### config.mk
export PLATFORM = sky130hd
export DESIGN_NAME = bwsram_top
export DESIGN_NICKNAME = d
export VERILOG_FILES = /design/src/rtl/bwsram_pkg.sv /design/src/rtl/bwsram_capture.sv /design/src/rtl/bwsram_array.sv /design/src/rtl/bwsram_outstage.sv /design/src/rtl/bwsram_top.sv
export SDC_FILE = /design/constraint.sdc
export NUM_CORES = 2
export LEC_CHECK = 0
export BUFFER_PORTS_ARGS = -buffer_cell sky130_fd_sc_hd__buf_2
export CORE_UTILIZATION = 50
export CTS_BUF_LIST = sky130_fd_sc_hd__clkbuf_8 sky130_fd_sc_hd__clkbuf_16
export CTS_CLUSTER_SIZE = 14
export DETAILED_ROUTE_END_ITERATION = 12
export PLACE_DENSITY = 0.7
export SLEW_MARGIN = 20
export SYNTH_ARGS = -nofsm -noshare
export SYNTH_HDL_FRONTEND = slang
export SYNTH_MEMORY_MAX_BITS = 65536
export SYNTH_SLANG_ARGS = --single-unit
### constraint.sdc
create_clock -name clk -period 10.75 [get_ports clk]
set_input_delay 1.6125 -clock clk [delete_from_list [all_inputs] [get_ports clk]]
set_output_delay 1.6125 -clock clk [all_outputs]
set_load 0.01 [all_outputs]
### src/rtl/bwsram_pkg.sv
package bwsram_pkg;

    localparam int LANE_W = 9;
    localparam int LANES  = 2;
    localparam int WORD_W = LANE_W * LANES;
    localparam int ADDR_W = 8;
    localparam int DEPTH  = 1 << ADDR_W;

    typedef enum logic {
        RD_FLOW = 1'b0,
        RD_PIPE = 1'b1
    } rdmode_e;

    typedef struct packed {
        logic              sel;
        logic              rd;
        logic              wr;
        logic [LANES-1:0]  lanes;
        logic [ADDR_W-1:0] addr;
        logic [WORD_W-1:0] data;
    } cmd_t;

    function automatic logic chip_hit(input logic hi, input logic a_n, input logic b_n);
        return hi & ~a_n & ~b_n;
    endfunction

    function automatic logic [LANES-1:0] lane_mask(input logic all,
                                                   input logic bytes,
                                                   input logic [LANES-1:0] sel);
        if (all)
            return '1;
        else if (bytes)
            return sel;
        else
            return '0;
    endfunction

endpackage

### src/rtl/bwsram_capture.sv
module bwsram_capture
    import bwsram_pkg::*;
(
    input  logic              clk,
    input  logic              rst,
    input  logic              sleep,
    input  logic [ADDR_W-1:0] addr,
    input  logic              cs_hi,
    input  logic              cs_a_n,
    input  logic              cs_b_n,
    input  logic              wr_all,
    input  logic              wr_bytes,
    input  logic [LANES-1:0]  lane_sel,
    input  logic [WORD_W-1:0] din,
    output cmd_t              cmd_q
);

    logic             hit;
    logic [LANES-1:0] mask;

    always_comb begin
        hit  = chip_hit(cs_hi, cs_a_n, cs_b_n) & ~sleep;
        mask = lane_mask(wr_all, wr_bytes, lane_sel);
    end

    always_ff @(posedge clk) begin
        if (rst) begin
            cmd_q <= '0;
        end else begin
            cmd_q.sel   <= hit;
            cmd_q.wr    <= hit & (|mask);
            cmd_q.rd    <= hit & ~(|mask);
            cmd_q.lanes <= mask;
            cmd_q.addr  <= addr;
            cmd_q.data  <= din;
        end
    end

endmodule

### src/rtl/bwsram_array.sv
module bwsram_array
    import bwsram_pkg::*;
(
    input  logic              clk,
    input  logic              wr_en,
    input  logic [LANES-1:0]  lanes,
    input  logic [ADDR_W-1:0] addr,
    input  logic [WORD_W-1:0] wdata,
    output logic [WORD_W-1:0] rdata
);

    for (genvar g = 0; g < LANES; g++) begin : g_lane
        logic [LANE_W-1:0] store [DEPTH];

        always_ff @(posedge clk) begin
            if (wr_en && lanes[g])
                store[addr] <= wdata[g*LANE_W +: LANE_W];
        end

        assign rdata[g*LANE_W +: LANE_W] = store[addr];
    end

endmodule

### src/rtl/bwsram_outstage.sv
module bwsram_outstage
    import bwsram_pkg::*;
(
    input  logic              clk,
    input  logic              rst,
    input  rdmode_e           mode,
    input  logic              oe,
    input  logic              sleep,
    input  logic              q_sel,
    input  logic              q_rd,
    input  logic              q_wr,
    input  logic [WORD_W-1:0] rdata,
    output logic [WORD_W-1:0] dout,
    output logic              dout_en
);

    logic              held_v;
    logic [WORD_W-1:0] held_d;
    logic              live;
    logic [WORD_W-1:0] word;

    always_ff @(posedge clk) begin
        if (rst) begin
            held_v <= 1'b0;
            held_d <= '0;
        end else begin
            held_v <= q_rd;
            if (q_rd)
                held_d <= rdata;
        end
    end

    always_comb begin
        unique case (mode)
            RD_FLOW: begin
                live = q_rd;
                word = rdata;
            end
            RD_PIPE: begin
                live = held_v & q_sel & ~q_wr;
                word = held_d;
            end
            default: begin
                live = 1'b0;
                word = '0;
            end
        endcase
        dout_en = live & oe & ~sleep;
        dout    = dout_en ? word : '0;
    end

endmodule

### src/rtl/bwsram_top.sv
module bwsram_top
    import bwsram_pkg::*;
(
    input  logic              clk,
    input  logic              rst,
    input  logic [ADDR_W-1:0] addr,
    input  logic              cs_hi,
    input  logic              cs_a_n,
    input  logic              cs_b_n,
    input  logic              wr_all,
    input  logic              wr_bytes,
    input  logic [LANES-1:0]  lane_sel,
    input  logic [WORD_W-1:0] din,
    input  logic              pipe_mode,
    input  logic              oe,
    input  logic              sleep,
    output logic [WORD_W-1:0] dout,
    output logic              dout_en
);

    cmd_t              cmd_q;
    logic [WORD_W-1:0] rdata;
    rdmode_e           mode;

    assign mode = rdmode_e'(pipe_mode);

    bwsram_capture u_cap (
        .clk      (clk),
        .rst      (rst),
        .sleep    (sleep),
        .addr     (addr),
        .cs_hi    (cs_hi),
        .cs_a_n   (cs_a_n),
        .cs_b_n   (cs_b_n),
        .wr_all   (wr_all),
        .wr_bytes (wr_bytes),
        .lane_sel (lane_sel),
        .din      (din),
        .cmd_q    (cmd_q)
    );

    bwsram_array u_mem (
        .clk   (clk),
        .wr_en (cmd_q.wr),
        .lanes (cmd_q.lanes),
        .addr  (cmd_q.addr),
        .wdata (cmd_q.data),
        .rdata (rdata)
    );

    bwsram_outstage u_out (
        .clk     (clk),
        .rst     (rst),
        .mode    (mode),
        .oe      (oe),
        .sleep   (sleep),
        .q_sel   (cmd_q.sel),
        .q_rd    (cmd_q.rd),
        .q_wr    (cmd_q.wr),
        .rdata   (rdata),
        .dout    (dout),
        .dout_en (dout_en)
    );

endmodule

==> flow_summary.ini <==
[run_status]
status = complete, no violations

[detailed_routing]
firstDrtPassIters = 6
num_vias = 88400
post-route-drc-count = 0
vias_per_cell = 6.38
drt-total-wl_um = 434000
ant_nets = 0
drtIter0Drc = 12200
wl_per_cell_um = 31.3

[critical_path]
crit_path_start_kind = flip-flop
crit_fanout = 44
required_ns = 9.14
critical_path_class = flip-flop to primary output
critPathCaptureType = primary output
arrival_ns = 6.00

[floorplanning]
die_area_um2 = 362000
io_pins = 57
die_w_um = 601
rows = 219
core_area_um2 = 356000
fp.dieH_um = 601
initial_utilization_pct = 50.4

[final_layout]
nFillCells = 25800
design_area_um2 = 199000
area_growth_pct = 10.7
multi_input_area_um2 = 37700
seqCellArea_um2 = 139000
drive_gt1_share_pct = 19.7
final_net_count = 8792
fin_cells = 13900
postLayoutCoreUtil_pct = 55.8

[timing]
finalCriticalPeriod_ns = 7.61
finalHoldViolCount = 0
slew_violations = 0
period_share_pct = 70.8
worst_pin_slew_ns = 1.25
finalSetupViolations = 0
fin_skew_ns = 0.0533
fin_setup_tns_ns = 0
postLayoutSetupSlackWorst_ns = 3.14
clock.fmax_mhz = 131
slew_headroom_pct = 16.2
rsz0062_at_grt = false

[yosys]
postSynthCellCount = 8633
yosys.cell_types.count = 39
yosysTopAreaCellShare_pct = 77.1
ys_top_cells_by_area = edfxtp_1, mux4_2, mux2i_1
synth_area_per_cell_um2 = 20.8
ys_seq_area_share_pct = 77.6
synth.largest_area_cell = edfxtp_1
synth.ff_latch_count = 4658
synth_warnings = 0
syn_area_um2 = 180000
synth_fp_nets = 8671

[grt]
use_met3_pct = 4.51
grt.overflow.total = 0
grt_pass1_wl_um = 622000
grt_pass1_vias = 87800
grt_use_total_pct = 23.6
busiest_layer = met2
grt_use_met1_pct = 33.4
grt_max_degree = 207
antenna_found_initial = 21
grtUsageMet2_pct = 36.9

[clocking]
ctsHtreeMaxLevel = 5
post_cts_buffers = 0
clk_pin_slew_ns = 0.06
clock-sinks = 4658
cts_tree = done
clock_latency_ns = 0.93
ctsResizeCount = 0
hold_buffers = 0
clockBufferDepth = 4
clock-root-buffer = clkbuf_16
cts_buffers = 435

[place]
post-dp-hpwl_um = 249000
place_area_um2 = 185000
port_buffers = 56
place_congestion = 0.862
place_ws_ns = 4.05
placed_cells = 13100

[power_and_ir_drop]
powerDensity_nw_per_um2 = 183
p_leak_nw = 54.7
ir_worst_vdd_mv = 0.145

[job]
cap_violations = 0

[worst_hold_path]
hp-class = flip-flop to flip-flop
-- cell usage after synthesis --
master	instances
nand2b_1	40
or3b_2	1
a21oi_1	6
buf_2	118
buf_1	54
nand3_1	228
nand4_1	87
nor3_1	19
a221oi_1	53
o21ai_1	18
and3b_1	2
o211ai_1	73
or4_1	1
dfxtp_1	50
a22o_1	36
buf_6	40
a2111oi_2	17
clkbuf_4	1
mux4_2	865
nand2_1	58
nand4bb_1	1
inv_1	7
nor4_1	18
nor3b_2	2
and3_1	39
nor2b_1	41
o22ai_1	72
nand4b_1	1
and2_1	26
nor2_1	522
nor3b_1	1
buf_4	56
o21ai_0	19
edfxtp_1	4608
a22oi_1	431
a31oi_1	2
mux2i_1	736
clkbuf_1	283
or2_2	1
-- kinds of logic (layout without fill, tap and decap cells) --
logic type	after synthesis	count (layout)	share of synthesized area [%]
AOI/OAI and AO/OA	727	727	3.06
buffers and inverters	559	1032	1.54
DFF	4658	4658	77.6
muxes	1601	1601	15.0
other	0	4	0
and+or+nand+nor	1088	1088	2.83
-- metrics by stage --
| step | power, mW | hold WS (ns) |
|---|---|---|
| 2_1_floorplan | 21.3 | 0.460 |
| 3_3_place_gp | 21.8 | 0.472 |
| 3_5_place_dp | 21.9 | 0.483 |
| 4_1_cts | 36.4 | 0.494 |
| 5_1_grt | 37.2 | 0.512 |
| 6_report | 36.3 | 0.496 |
-- sequential cells by signal, summed over array words and instances, names as in the netlist --
signal              count
u_mem.addr              8
u_out.held_v            1
u_mem.g_lane.store   4608
u_out.held_d           18
u_cap.cmd_q            23
-- worst paths after layout --
kind | from | to | slack, ns | cells after the start
worst max-delay path | u_mem.addr[0] | dout[13] | 3.14 | 9
worst min register to register | u_out.held_d[2] | u_out.held_d[2] | 0.50 | 2
worst max register to register | u_mem.addr[0] | u_mem.g_lane[1].store[229][1] | 5.06 | 6
worst min-delay path | u_out.held_d[2] | u_out.held_d[2] | 0.50 | 2
-- cell type report --
| type | instances | area share [%] |
|---|---|---|
| Antenna cell | 4 | 0.00503 |
| Clock buffer | 448 | 5.62 |
| Clock inverter | 341 | 1.24 |
| Inverter | 7 | 0.0132 |
| Multi-Input combinational cell | 3416 | 19.0 |
| Sequential cell | 4658 | 70.1 |
| Tap cell | 4751 | 2.99 |
| Timing Repair Buffer | 236 | 1.04 |
-- critical path: stages (launching register included) --
cell and delay [ns]:
dfxtp_4 0.82, buf_4 0.78, buf_4 0.73, mux4_2 0.59, a221oi_1 0.48, o211ai_1 0.21, a22oi_1 0.44, a22o_1 0.60
o21ai_1 0.14, buf_2 0.17
-- cells in the final DEF, fill, tap and decap left out, types with 17 or more instances in the layout --
cell,count
edfxtp_1,4608
mux4_2,865
mux2i_1,736
nor2_1,505
clkbuf_16,445
a22oi_1,431
nand3_1,213
buf_4,146
clkinv_1,115
inv_1,97
nand4_1,87
clkinv_2,79
o211ai_1,73
o22ai_1,72
nand2_1,57
buf_2,56
a221oi_1,53
nand2b_1,40
and3_1,38
a22o_1,36
bufinv_16,35
nor2b_1,31
buf_12,28
dfxtp_1,26
and2_1,22
dfxtp_4,21
nor3_1,19
o21ai_0,19
o21ai_1,18
a2111oi_2,17
-- per-layer routing --
layer  part of all wire (%)  vias up
li1                       -    36200
met1                     39    46600
met2                     48     4821
met3                    9.6      805
met4                    3.7       14
met5                  0.021        -
-- power by group --
part,internal (mW),total (mW),switching (mW)
clock network,8.32,14.8,6.50
registers,20.0,20.0,0.0882
logic,0.473,1.46,0.990
total,28.8,36.3,7.58
No activity file was read; power rests on OpenSTA's default activity.
